[src/rtl/serial_xcvr.sv]
module serial_xcvr #(
  parameter int OVS = 16
) (
  input  logic       clk,
  input  logic       rst_n,
  input  logic       tick,
  input  logic [1:0] bus_addr,
  input  logic       bus_wr,
  input  logic       bus_rd,
  input  logic [7:0] bus_wdata,
  output logic [7:0] bus_rdata,
  input  logic       rxd,
  output logic       txd,
  output logic       txd_oe,
  output logic       sclk
);
  localparam int CW = $clog2(OVS);
  localparam int HALF = OVS / 2;
  localparam logic [CW-1:0] CNT_END = CW'(OVS - 1);
  localparam logic [CW-1:0] CNT_MID = CW'(HALF - 1);

  logic tx_en, rx_en, sync_md, par_en, par_odd, port_dir, port_dat;
  logic ctl_wr, st_wr, st_rd, td_wr;
  assign ctl_wr = bus_wr && bus_addr == 2'd0;
  assign st_wr  = bus_wr && bus_addr == 2'd1;
  assign st_rd  = bus_rd && bus_addr == 2'd1;
  assign td_wr  = bus_wr && bus_addr == 2'd2;

  always_ff @(posedge clk or negedge rst_n)
    if (!rst_n) {port_dat, port_dir, par_odd, par_en, sync_md, rx_en, tx_en} <= '0;
    else if (ctl_wr) {port_dat, port_dir, par_odd, par_en, sync_md, rx_en, tx_en} <= bus_wdata[6:0];

  logic [2:0] err, arm, err_set;
  logic [7:0] tx_buf;
  logic tx_empty, tx_busy, tx_go;
  logic [10:0] tx_sh;
  logic [CW-1:0] tx_cnt;
  logic [3:0] tx_bit, tx_last;

  assign tx_go = tx_en && !tx_busy && !tx_empty && !(sync_md && |err);

  always_ff @(posedge clk or negedge rst_n)
    if (!rst_n) begin
      tx_busy <= 1'b0; tx_empty <= 1'b1; tx_cnt <= '0; tx_bit <= '0;
      tx_last <= '0; tx_sh <= '1; tx_buf <= '0;
    end else if (!tx_en) begin
      tx_busy <= 1'b0; tx_empty <= 1'b1; tx_cnt <= '0; tx_bit <= '0;
    end else begin
      if (tx_go) begin
        tx_busy <= 1'b1; tx_empty <= 1'b1; tx_cnt <= '0; tx_bit <= '0;
        if (sync_md) begin
          tx_sh <= {3'b111, tx_buf}; tx_last <= 4'd7;
        end else if (par_en) begin
          tx_sh <= {1'b1, ^tx_buf ^ par_odd, tx_buf, 1'b0}; tx_last <= 4'd10;
        end else begin
          tx_sh <= {2'b11, tx_buf, 1'b0}; tx_last <= 4'd9;
        end
      end else if (tx_busy && tick) begin
        if (tx_cnt == CNT_END) begin
          tx_cnt <= '0;
          if (tx_bit == tx_last) tx_busy <= 1'b0;
          else begin
            tx_bit <= tx_bit + 4'd1;
            tx_sh  <= {1'b1, tx_sh[10:1]};
          end
        end else tx_cnt <= tx_cnt + 1'b1;
      end
      if (td_wr) begin
        tx_buf <= bus_wdata; tx_empty <= 1'b0;
      end
    end

  assign txd    = tx_en ? (tx_busy ? tx_sh[0] : 1'b1) : port_dat;
  assign txd_oe = tx_en | port_dir;
  assign sclk   = !(sync_md && tx_busy && tx_cnt < CW'(HALF));

  logic rxd_m, rxd_s;
  always_ff @(posedge clk or negedge rst_n)
    if (!rst_n) {rxd_s, rxd_m} <= 2'b11;
    else {rxd_s, rxd_m} <= {rxd_m, rxd};

  logic rx_act, rx_par, rx_full;
  logic [CW-1:0] rx_cnt;
  logic [3:0] rx_bit, stop_idx;
  logic [7:0] rx_sh, rx_buf, rx_data;
  logic async_on, a_done, s_smp, s_done, rx_done;

  assign stop_idx = par_en ? 4'd10 : 4'd9;
  assign async_on = rx_en && !sync_md;
  assign a_done   = async_on && rx_act && tick && rx_bit == stop_idx && rx_cnt == CNT_END;
  assign s_smp    = rx_en && sync_md && tx_busy && tick && tx_cnt == CNT_MID;
  assign s_done   = s_smp && rx_bit == 4'd7;
  assign rx_done  = a_done || s_done;
  assign rx_data  = s_done ? {rxd_s, rx_sh[7:1]} : rx_sh;
  assign err_set  = {a_done && !rxd_s,
                     a_done && par_en && (rx_par != (^rx_sh ^ par_odd)),
                     rx_done && rx_full};

  always_ff @(posedge clk or negedge rst_n)
    if (!rst_n) begin
      rx_act <= 1'b0; rx_cnt <= '0; rx_bit <= '0; rx_sh <= '0; rx_par <= 1'b0;
    end else if (async_on) begin
      if (!rx_act) begin
        if (!rxd_s) begin
          rx_act <= 1'b1; rx_cnt <= '0; rx_bit <= '0;
        end
      end else if (tick) begin
        if (rx_bit == 4'd0) begin
          if (rx_cnt == CNT_MID) begin
            if (rxd_s) rx_act <= 1'b0;
            else begin
              rx_cnt <= '0; rx_bit <= 4'd1;
            end
          end else rx_cnt <= rx_cnt + 1'b1;
        end else if (rx_cnt == CNT_END) begin
          rx_cnt <= '0;
          rx_bit <= rx_bit + 4'd1;
          if (rx_bit <= 4'd8) rx_sh <= {rxd_s, rx_sh[7:1]};
          if (rx_bit == 4'd9) rx_par <= rxd_s;
          if (rx_bit == stop_idx) rx_act <= 1'b0;
        end else rx_cnt <= rx_cnt + 1'b1;
      end
    end else begin
      rx_act <= 1'b0;
      if (!tx_busy) rx_bit <= '0;
      else if (s_smp) begin
        rx_bit <= rx_bit + 4'd1;
        rx_sh  <= {rxd_s, rx_sh[7:1]};
      end
    end

  always_ff @(posedge clk or negedge rst_n)
    if (!rst_n) begin
      rx_full <= 1'b0; rx_buf <= '0; err <= '0; arm <= '0;
    end else begin
      if (st_wr && !bus_wdata[1]) rx_full <= 1'b0;
      if (rx_done && !rx_full) begin
        rx_buf <= rx_data; rx_full <= 1'b1;
      end
      for (int i = 0; i < 3; i++) begin
        if (st_wr && !bus_wdata[i+2] && arm[i]) begin
          err[i] <= 1'b0; arm[i] <= 1'b0;
        end else if (st_rd && err[i]) arm[i] <= 1'b1;
        if (err_set[i]) err[i] <= 1'b1;
      end
    end

  always_comb
    case (bus_addr)
      2'd0: bus_rdata = {1'b0, port_dat, port_dir, par_odd, par_en, sync_md, rx_en, tx_en};
      2'd1: bus_rdata = {2'b00, rxd_s, err, rx_full, tx_empty};
      2'd2: bus_rdata = tx_buf;
      default: bus_rdata = rx_buf;
    endcase


  tx_abort_chk: assert property (@(posedge clk) disable iff (!rst_n)
    !tx_en |=> !tx_busy);

  sync_hold_chk: assert property (@(posedge clk) disable iff (!rst_n)
    sync_md && (|err) && !tx_busy |=> !tx_busy);

  overrun_set_chk: assert property (@(posedge clk) disable iff (!rst_n)
    rx_done && rx_full |=> err[0]);

  ferr_keep_chk: assert property (@(posedge clk) disable iff (!rst_n)
    err[2] && !(st_wr && arm[2]) |=> err[2]);

  rx_off_keep_chk: assert property (@(posedge clk) disable iff (!rst_n)
    !rx_en && err[1] && !st_wr |=> err[1]);
endmodule

[config.mk]
export PLATFORM = sky130hd
export DESIGN_NAME = serial_xcvr
export DESIGN_NICKNAME = d
export VERILOG_FILES = /design/src/rtl/serial_xcvr.sv
export SDC_FILE = /design/constraint.sdc
export NUM_CORES = 1
export LEC_CHECK = 0
export ABC_AREA = 1
export BUFFER_PORTS_ARGS = -buffer_cell sky130_fd_sc_hd__buf_2
export CAP_MARGIN = 20
export CORE_ASPECT_RATIO = 1.1
export CORE_MARGIN = 10
export CORE_UTILIZATION = 55
export CTS_CLUSTER_SIZE = 8
export DETAILED_ROUTE_END_ITERATION = 8
export GPL_TIMING_DRIVEN = 0
export PLACE_DENSITY = 0.8
export SKIP_LAST_GASP = 1
export SLEW_MARGIN = 25
export SYNTH_ARGS = -nofsm -noshare
export SYNTH_HDL_FRONTEND = slang
export SYNTH_SLANG_ARGS = --single-unit
export TNS_END_PERCENT = 5
[constraint.sdc]
create_clock -name clk -period 1.6 [get_ports clk]
set_input_delay 0.32 -clock clk [delete_from_list [all_inputs] [get_ports clk]]
set_output_delay 0.32 -clock clk [all_outputs]
set_load 0.02 [all_outputs]
==> results of run 1 <==
==> worst paths after layout <==
path / startpoint / endpoint / slack, ns / cells past startpoint
worst max register to register: rx_bit[0]$_DFFE_PN0P_ / rx_bit[0]$_DFFE_PN0P_ / -0.12 / 11
min in group asynchronous: rst_n / tx_bit[0]$_DFFE_PN0P_ / 0.42 / 2
worst max-delay path: rx_bit[0]$_DFFE_PN0P_ / rx_bit[0]$_DFFE_PN0P_ / -0.12 / 11
worst min-delay path: rxd / rxd_m$_DFF_PN1_ / 0.08 / 1
max in group asynchronous: rst_n / tx_empty$_DFFE_PN1P_ / 0.57 / 3
worst min register to register: rxd_m$_DFF_PN1_ / rxd_s$_DFF_PN1_ / 0.36 / 0
==> layout make-up <==
type / instances / area, µm² / share of cell area
plain buffers: 8 / 72.6 / 0.0137
clock buffers: 13 / 149 / 0.0282
clock inverters: 3 / 40.0 / 0.00758
inverters: 80 / 312 / 0.0589
multi-input cells: 427 / 2280 / 0.431
flip-flops and latches: 74 / 1880 / 0.355
well taps: 108 / 135 / 0.0256
repair buffers: 58 / 423 / 0.0800
==> power groups by stage <==
stage	clock network [mW]	logic, mW	registers [mW]
after floorplan	0	1.92	2.70
after global routing	1.52	3.20	2.83
after global placement	0	2.33	2.77
final	1.42	2.84	2.78
after CTS	1.45	2.67	2.76
after detailed placement	0	2.43	2.80
==> per-stage QoR <==
stage | TNS [ns] | hold WS (ns) | instances | util | cell area (µm²)
floorplan | 0 | 0.0244 | 590 | - | 4390
global placement | -15.17 | 0.346 | 724 | 0.595 | 4660
detailed placement | -3.95 | 0.249 | 725 | 0.599 | 4690
CTS | -0.356 | 0.0690 | 763 | 0.656 | 5130
global route | -4.20 | 0.0729 | 771 | 0.675 | 5290
finish | -0.725 | 0.0782 | 771 | 0.675 | 5290
==> metal layers <==
layer / global-route usage / up-vias / share of wire
met5: 0 / - / 0
met4: 0.0696 / 0 / 0.022
met3: 0.0259 / 24 / 0.035
met2: 0.320 / 99 / 0.52
met1: 0.205 / 1975 / 0.42
li1: - / 2044 / -
==> cells by family after synthesis <==
family	synth area share
adder cells (fa/ha/maj)	0.0171
flip-flops	0.425
AO/OA/AOI/OAI	0.129
multiplexers	0.00513
XOR/XNOR	0.0239
AND/OR/NAND/NOR	0.317
buffers and inverters	0.0826
==> worst reg2reg max path: stages, from the launching register on <==
cell and delay (ns):
dfrtp_2 0.45, inv_2 0.08, ha_2 0.20, nand2_2 0.09
nor2_4 0.14, nand2_2 0.08, nand2_2 0.10, nor2_4 0.06
nor2_4 0.17, nand2_2 0.10, nand2_1 0.08, nand2_1 0.06
==> layout by cell type, fill, tap and decap left out, types with 7 or more instances in the layout <==
cell type / netlist / final
inv_2: 10 / 15
nand2_1: 203 / 194
buf_2: 2 / 22
buf_6: 3 / 8
dfrtp_1: 61 / 55
o21ai_2: 10 / 12
buf_4: 1 / 32
a21oi_1: 18 / 18
nand4_1: 7 / 7
nand3_1: 46 / 45
clkbuf_8: 0 / 11
inv_1: 69 / 62
o21ai_0: 30 / 30
nor2_1: 31 / 28
o21ai_1: 21 / 18
nand2_2: 3 / 11
dfstp_2: 13 / 13
==> registers in the layout, indices dropped and copies added (netlist names), 3 cells and up <==
register,cells
tx_sh,10
rx_buf,8
rx_sh,8
tx_buf,8
rx_bit,4
rx_cnt,4
tx_bit,4
tx_cnt,4
tx_last,4
arm,3
err,3
==> what timing repair did <==
item,in CTS,in global routing
resized for setup,32,26
hold buffers,1,0
pin swaps,6,10
setup buffers,22,7
cloned,0,1
endpoints found under the setup margin,32,58
hold endpoints to repair,21,0
==> results.json, run 1 <==
{
  "finalHoldViolCount": 0,
  "skew_ns": 0.0109,
  "p_per_area_nw_per_um2": 1330,
  "gp_congestion": 0.920,
  "hold_class": "input port to register",
  "yosys_warnings": 0,
  "cts_root_buffer": "clkbuf_8",
  "cpMostUsedCell": "nand2_2",
  "first_global_vias": 4049,
  "cts_htree_levels": 3,
  "firstDrtPassIters": 5,
  "rsz0062_at_grt": "true",
  "cts_buffers": 9,
  "antennaDiodeCount": 0,
  "overflow": 0,
  "synth_seq_cells": 74,
  "p_comb_frac": 0.403,
  "synth.distinct_cells": 39,
  "antenna_left": 0,
  "synth_common_cells": "203 x nand2_1, 69 x inv_1, 61 x dfrtp_1, 46 x nand3_1, 31 x nor2_1",
  "finalSetupViolations": 25,
  "violations": "setup timing",
  "synth_flop_cell": "dfrtp_1",
  "crit_buf_inv": 1,
  "grt_first_pass_wirelength_um": 17900,
  "intPower_mw": 4.29,
  "clock_sinks": 74,
  "vdd.ir_drop.worst_uv": 776,
  "syn-instance-count": 590,
  "io_buffers": 26,
  "die-height_um": 114,
  "post-route-drc-count": 0,
  "dr_total_vias": 4142,
  "cp_slowest_stage_delay_ns": 0.45,
  "via_per_inst": 5.37,
  "synth.top_cell.area_share": 0.348,
  "p_leak_nw": 2.60,
  "synth_nets": 612,
  "dieArea_um2": 12000,
  "tightest_slew_ns": 0.531,
  "antenna_found_initial": 0,
  "cap_violations": 0,
  "synth_area_um2": 4390,
  "path_clk_slew_ns": 0.07,
  "place_ws_ns": -0.247,
  "layout-area-overhead-vs-synth_pct": 20.4,
  "nFillCells": 644,
  "grt_usage": 0.177,
  "p_switching_mw": 2.75,
  "start_util": 0.561,
  "worst_slack_ns": -0.118,
  "coreArea_um2": 7830,
  "status": "finished with violations",
  "clkPwrFrac": 0.202,
  "cp-end-kind": "register",
  "tritoncts": "done",
  "fin_crit_sh": 1.07,
  "yosysMostFrequentCell": "nand2_1",
  "rows": 34,
  "max_freq_ghz": 0.582,
  "totalWireLength_um": 10700,
  "ys_async_sr_fraction": 1.00,
  "crit_type": "register to register",
  "clk_latency_ns": 0.35,
  "cp_max_fo": 5,
  "clockBufferDepth": 2,
  "slew_headroom": 0.644,
  "synth_edf_count": 0,
  "ios": 27,
  "wl_per_cell_um": 13.9,
  "grt_max_degree": 52,
  "netlist_top_cells_area": "dfrtp_1 35%, nand2_1 17%, dfstp_2 7.8%, inv_1 5.9%, nand3_1 5.2%",
  "fin_nets": 680,
  "worst_setup_path_start_kind": "register",
  "crit_family": "simple AND/OR/NAND/NOR gates",
  "min_period_ns": 1.72,
  "avgSynthCellArea_um2": 7.44,
  "cp_data_arrival_time_ns": 1.95,
  "cp.required_ns": 1.83,
  "cp_slowest_cell": "dfrtp_2",
  "die_width_um": 105,
  "crit_path_cell_trace": "inv_2 > ha_2 > nand2_2 > nor2_4 > nand2_2 > nand2_2 > nor2_4 > nor2_4 > nand2_2 > nand2_1 > nand2_1",
  "swShare": 0.390,
  "yosysTopAreaCell": "dfrtp_1",
  "drive_above_1_share": 0.253,
  "dp_hpwl_um": 7690,
  "finalMaxSlewViolations": 0,
  "total_power_mw": 7.04,
  "initialDrtViolationCount": 276,
  "p_seq_frac": 0.395,
  "yosysSeqAreaShare": 0.425
}
Power figures use the tool's default switching activity.
==> inputs of run 2 (changes only) <==
- RECOVER_POWER: default -> 50
==> run 2 against run 1 <==
The run still ends with setup timing left; total power barely moved; register-to-register slack barely moved; sequential power is essentially flat; combinational power about the same; via count about the same; routed wire length about the same; setup slack unchanged; sequential cell count did not move; final cell count unchanged; critical path depth unchanged; critical endpoint unchanged; largest power group unchanged.
==> results.json, run 2 (synthesis results as in run 1) <==
{
  "clk_latency_ns": 0.35,
  "gp_congestion": 0.920,
  "status": "finished with violations",
  "slew_headroom": 0.591,
  "skew_ns": 0.0109,
  "min_period_ns": 1.72,
  "dieArea_um2": 12000,
  "finalSetupViolations": 25,
  "die-height_um": 114,
  "finalMaxSlewViolations": 0,
  "finalHoldViolCount": 0,
  "layout-area-overhead-vs-synth_pct": 19.9,
  "antenna_found_initial": 0,
  "dr_total_vias": 4143,
  "worst_setup_path_start_kind": "register",
  "cap_violations": 0,
  "grt_usage": 0.177,
  "grt_max_degree": 52,
  "cp_data_arrival_time_ns": 1.95,
  "r2r-end": "rx_bit[0]$_DFFE_PN0P_",
  "cpMostUsedCell": "nand2_2",
  "grt_first_pass_wirelength_um": 17900,
  "hold_class": "input port to register",
  "layout_commonest_cell": "nand2_1",
  "io_buffers": 26,
  "crit_type": "register to register",
  "start_util": 0.561,
  "coreArea_um2": 7830,
  "cp-end-kind": "register",
  "via_per_inst": 5.37,
  "cp.required_ns": 1.83,
  "max_freq_ghz": 0.582,
  "path_clk_slew_ns": 0.07,
  "cp_max_fo": 5,
  "dp_hpwl_um": 7690,
  "antennaDiodeCount": 0,
  "initialDrtViolationCount": 276,
  "fin_cells": 771,
  "tightest_slew_ns": 0.614,
  "cts_htree_levels": 3,
  "ios": 27,
  "p_per_area_nw_per_um2": 1340,
  "final_cell_mix": "194 x nand2_1, 62 x inv_1, 55 x dfrtp_1, 45 x nand3_1, 31 x buf_4",
  "first_global_vias": 4049,
  "p_leak_nw": 2.59,
  "rsz0062_at_grt": "true",
  "tritoncts": "done",
  "wl_per_cell_um": 13.9,
  "hold_ws_ns": 0.0782,
  "r2r_slack_ns": -0.12,
  "cts_buffers": 9,
  "largest_reg_flops": 10,
  "overflow": 0,
  "clockBufferDepth": 2,
  "place_ws_ns": -0.247,
  "vdd.ir_drop.worst_uv": 776,
  "fin_nets": 680,
  "firstDrtPassIters": 5,
  "crit_path_cell_trace": "inv_2 > ha_2 > nand2_2 > nor2_4 > nand2_2 > nand2_2 > nor2_4 > nor2_4 > nand2_2 > nand2_1 > nand2_1",
  "totalWireLength_um": 10700,
  "worst_slack_ns": -0.118,
  "crit_buf_inv": 1,
  "hold_start": "rxd",
  "cp_slowest_stage_delay_ns": 0.45,
  "clock_sinks": 74,
  "dp_cells": 725,
  "fin_crit_sh": 1.07,
  "crit_family": "simple AND/OR/NAND/NOR gates",
  "rows": 34,
  "cp_slowest_cell": "dfrtp_2",
  "die_width_um": 105,
  "cts_root_buffer": "clkbuf_8",
  "drive_above_1_share": 0.253,
  "worst_hold_path.endpoint": "rxd_m$_DFF_PN1_",
  "post-route-drc-count": 0,
  "ff2ff_path_depth": 11,
  "holdPathStages": 1,
  "violations": "setup timing",
  "r2r_start": "rx_bit[0]$_DFFE_PN0P_",
  "regMostFlops": "tx_sh",
  "antenna_left": 0
}
-- run 2: changes by cell type in the layout (fill, tap and decap cells not counted), sizes merged --
cell	change
clkbuf	+1
buf	-1
-- run 2: how the worst max path moves through the flow --
stage	end	start	slack, ns	cells past startpoint
floorplan	rx_bit[2]$_DFFE_PN0P_	rx_bit[0]$_DFFE_PN0P_	0.003	11
global placement	rx_sh[6]$_DFFE_PN0P_	rst_n	-0.21	1
detailed placement	rx_bit[3]$_DFFE_PN0P_	rx_bit[0]$_DFFE_PN0P_	-0.25	11
CTS	bus_rdata[5]	rxd_s$_DFF_PN1_	-0.03	3
global route	rx_bit[0]$_DFFE_PN0P_	rx_bit[0]$_DFFE_PN0P_	-0.18	11
finish	rx_bit[0]$_DFFE_PN0P_	rx_bit[0]$_DFFE_PN0P_	-0.12	11
-- run 2: worst register-to-register path: stages, from the launching register on --
cell and delay [ns]:
dfrtp_2 0.45, inv_2 0.08, ha_2 0.20, nand2_2 0.09, nor2_4 0.14, nand2_2 0.08
nand2_2 0.10, nor2_4 0.06, nor2_4 0.17, nand2_2 0.10, nand2_1 0.08, nand2_1 0.06
-- run 2: area by class of cell --
type | count | area [µm²]
inverters | 80 | 312
well taps | 108 | 135
flip-flops and latches | 74 | 1880
multi-input cells | 427 | 2280
plain buffers | 8 | 72.6
clock inverters | 3 | 40.0
repair buffers | 58 | 404
clock buffers | 13 | 149
fillers | 647 | 2560
-- run 2: power breakdown --
group / internal [mW] / switching [mW] / leakage [nW]
registers: 2.39 / 0.387 / 0.911
clock network: 0.761 / 0.663 / 0.0974
logic: 1.13 / 1.70 / 1.58
-- run 2: repair_timing --
action                                  CTS  global route
pin swaps                                 6            10
cloned                                    0             1
endpoints found under the setup margin   32            58
hold endpoints to repair                 21             0
resized for setup                        32            26
hold buffers                              1             0
buffers inserted                         22             7
-- run 2: through the flow --
| stage | TNS [ns] | cell area [µm²] | util | power (mW) |
|---|---|---|---|---|
| after global placement | -15.17 | 4660 | 0.595 | 5.10 |
| after global routing | -4.20 | 5270 | 0.673 | 7.55 |
| final | -0.724 | 5270 | 0.673 | 7.03 |
| after floorplan | 0 | 4390 | - | 4.61 |
| after CTS | -0.356 | 5130 | 0.656 | 6.88 |
| after detailed placement | -3.95 | 4690 | 0.599 | 5.22 |
-- run 2: layer usage --
layer,global-route usage,up-vias,wire [µm]
met5,0,-,0
met4,0.0696,0,238
met3,0.0259,24,373
met2,0.320,99,5550
met1,0.205,1975,4530
li1,-,2045,-
==> inputs of run 3 (changes only) <==
- ABC_AREA: 1 -> default
- CORE_UTILIZATION: 55 -> 40
- PLACE_DENSITY: 0.8 -> 0.63
==> run 3 against run 2 <==
The run still ends with setup timing left; sequential cell count stayed put; core utilization is 19 points lower; routed wire length is 17% lower; synthesized area is 12% lower; first-iteration DRC count is 45% lower; die area is 17% higher; clock skew is 0.0038 ns higher; critical endpoint is now rx_bit[2]$_DFFE_PN0P_; register-to-register slack worse by 0.47 ns; largest power group is now registers; total power is 24% lower; cell area is 15% lower; critical path type unchanged; fmax is 22% lower.
==> results.json, run 3 <==
{
  "status": "finished with violations",
  "violations": "setup timing",
  "finalSetupViolations": 72,
  "vdd.ir_drop.worst_uv": 577,
  "place_area_um2": 4180,
  "crit_path_cell_trace": "inv_2 > ha_4 > or3b_1 > buf_6 > or4b_4 > a21oi_4 > or2_4 > o21ai_2",
  "finalMaxSlewViolations": 0,
  "fin_nets": 416,
  "clock_sinks": 74,
  "synth.top_cell.area_share": 0.394,
  "overflow": 0,
  "firstDrtPassIters": 4,
  "antennaDiodeCount": 0,
  "worst_hold_path.endpoint": "rxd_m$_DFF_PN1_",
  "min_period_ns": 2.19,
  "r2r_slack_ns": -0.59,
  "initialDrtViolationCount": 153,
  "cts_htree_levels": 3,
  "yosys.area_share.simple": 0.140,
  "hold_ws_ns": 0.0714,
  "ff2ff_path_depth": 8,
  "synth_common_cells": "61 x dfrtp_1, 31 x nand2_1, 24 x mux2_2, 24 x nor2_1, 24 x xnor2_1",
  "holdPathStages": 1,
  "cp_max_fo": 5,
  "muxShareOfSynthArea": 0.113,
  "dr_total_vias": 2864,
  "tritoncts": "done",
  "synth_seq_cells": 74,
  "path_clk_slew_ns": 0.07,
  "coreArea_um2": 9400,
  "skew_ns": 0.0146,
  "cp_slowest_cell": "or4b_4",
  "yosysMostFrequentCell": "dfrtp_1",
  "synth-xor-area-share": 0.0634,
  "fin_cells": 516,
  "gp_congestion": 0.807,
  "layout_commonest_cell": "dfrtp_1",
  "cp_data_arrival_time_ns": 2.41,
  "synth-compound-area-share": 0.163,
  "total_power_mw": 5.32,
  "antenna_left": 0,
  "yosysSeqAreaShare": 0.483,
  "cp.required_ns": 1.82,
  "regMostFlops": "tx_sh",
  "synth_area_um2": 3870,
  "cts_buffers": 9,
  "post-route-drc-count": 0,
  "tightest_slew_ns": 0.712,
  "cp-end-kind": "register",
  "grt_first_pass_wirelength_um": 15200,
  "grt_max_degree": 48,
  "max_freq_ghz": 0.456,
  "dp_cells": 494,
  "fin_setup_tns_ns": -21.47,
  "dp_hpwl_um": 6430,
  "finalHoldViolCount": 0,
  "cp_slowest_stage_delay_ns": 0.50,
  "design_area_um2": 4490,
  "final_cell_mix": "60 x dfrtp_1, 31 x nand2_1, 28 x buf_2",
  "p_per_area_nw_per_um2": 1180,
  "p_leak_nw": 1.92,
  "synth_flop_cell": "dfrtp_1",
  "first_global_vias": 2939,
  "netlist_top_cells_area": "dfrtp_1 39%, dfstp_2 8.8%, mux2_2 7.0%, xnor2_1 5.4%, o22a_1 3.8%",
  "antenna_found_initial": 0,
  "r2r_start": "rx_bit[0]$_DFFE_PN0P_",
  "crit_type": "register to register",
  "via_per_inst": 5.55,
  "totalWireLength_um": 8890,
  "drive_above_1_share": 0.308,
  "largest_reg_flops": 10,
  "die-height_um": 123,
  "rsz0062_at_grt": "true",
  "start_util": 0.412,
  "slew_headroom": 0.526,
  "r2r-end": "rx_bit[2]$_DFFE_PN0P_",
  "hold_class": "input port to register",
  "clk_latency_ns": 0.35,
  "cap_violations": 0,
  "syn-instance-count": 350,
  "synth.distinct_cells": 56,
  "cts_root_buffer": "clkbuf_8",
  "worst_setup_path_start_kind": "register",
  "avgSynthCellArea_um2": 11.1,
  "synth_nets": 372,
  "grt_usage": 0.134,
  "yosys_warnings": 0,
  "io_buffers": 26,
  "synth_top_family_by_area": "compound AO/OA/AOI/OAI gates",
  "synth_fa_ha_area_frac": 0.0194,
  "nFillCells": 865,
  "wl_per_cell_um": 17.2,
  "ys_async_sr_fraction": 1.00,
  "ios": 27,
  "rows": 37,
  "fin_crit_sh": 1.37,
  "layout-area-overhead-vs-synth_pct": 16.1,
  "worst_slack_ns": -0.592,
  "yosysTopAreaCell": "dfrtp_1",
  "hold_start": "rxd",
  "synth_edf_count": 0,
  "die_width_um": 114,
  "clockBufferDepth": 2,
  "dieArea_um2": 14000
}
-- run 3: metrics by stage --
stage / utilization / worst slack [ns]
floorplan: - / -0.545
global placement: 0.442 / -0.654
detailed placement: 0.445 / -0.679
CTS: 0.475 / -0.602
global route: 0.478 / -0.652
finish: 0.478 / -0.592
-- run 3: critical path, delay by kind of cell, from the launching register on --
kind            cells  cell delay, ns
fa+ha+maj           1            0.12
flops               1            0.42
simple gates        3            1.04
compound gates      2            0.26
buf+inv             2            0.21
-- run 3: final cells by class --
class / instances / area (µm²) / area share
buffer: 10 / 52.6 / 0.0117
clock buffer: 11 / 131 / 0.0292
clock inverter: 5 / 78.8 / 0.0175
inverter: 8 / 30.0 / 0.00668
multi-input combinational: 258 / 2000 / 0.444
sequential: 74 / 1870 / 0.416
tap: 117 / 146 / 0.0326
timing repair buffer: 33 / 189 / 0.0420
-- run 3: power breakdown --
part,internal [mW],switching [mW],leakage [nW]
registers,2.17,0.276,0.945
clock network,0.878,0.695,0.107
logic,0.638,0.668,0.870
-- run 3: kinds of logic (layout without fill, tap and decap cells) --
group	after synthesis	after routing
simple gates	103	103
mux	33	33
flops	74	74
xor+xnor	28	28
fa+ha+maj	6	6
buf+inv	18	67
compound gates	88	88
-- run 3: how the worst max path moves through the flow --
stage / startpoint / end / slack, ns / cells after the start
2_1_floorplan: rx_bit[0]$_DFFE_PN0P_ / rx_bit[0]$_DFFE_PN0P_ / -0.54 / 8
3_3_place_gp: rx_bit[1]$_DFFE_PN0P_ / rx_bit[0]$_DFFE_PN0P_ / -0.65 / 8
3_5_place_dp: rx_bit[1]$_DFFE_PN0P_ / rx_bit[2]$_DFFE_PN0P_ / -0.68 / 8
4_1_cts: rx_cnt[0]$_DFFE_PN0P_ / rx_buf[5]$_DFFE_PN0P_ / -0.60 / 7
5_1_grt: rx_bit[0]$_DFFE_PN0P_ / rx_bit[2]$_DFFE_PN0P_ / -0.65 / 8
6_report: rx_bit[0]$_DFFE_PN0P_ / rx_bit[2]$_DFFE_PN0P_ / -0.59 / 8
-- run 3: what timing repair did --
item                       CTS  global route
gates cloned                 0             0
buffers inserted             4             1
gates resized for setup      6            11
setup endpoints to repair   72            77
pin swaps                    1             2
hold endpoints to repair    25             0
hold buffers                 1             0
-- run 3: per-layer routing --
layer | GRT usage | vias to the layer above | wire length [µm] | part of all wire
li1 | - | 1366 | - | -
met1 | 0.174 | 1443 | 4050 | 0.46
met2 | 0.217 | 48 | 4420 | 0.50
met3 | 0.0407 | 7 | 340 | 0.038
met4 | 0.0290 | 0 | 81 | 0.0091
met5 | 0 | - | 0 | 0
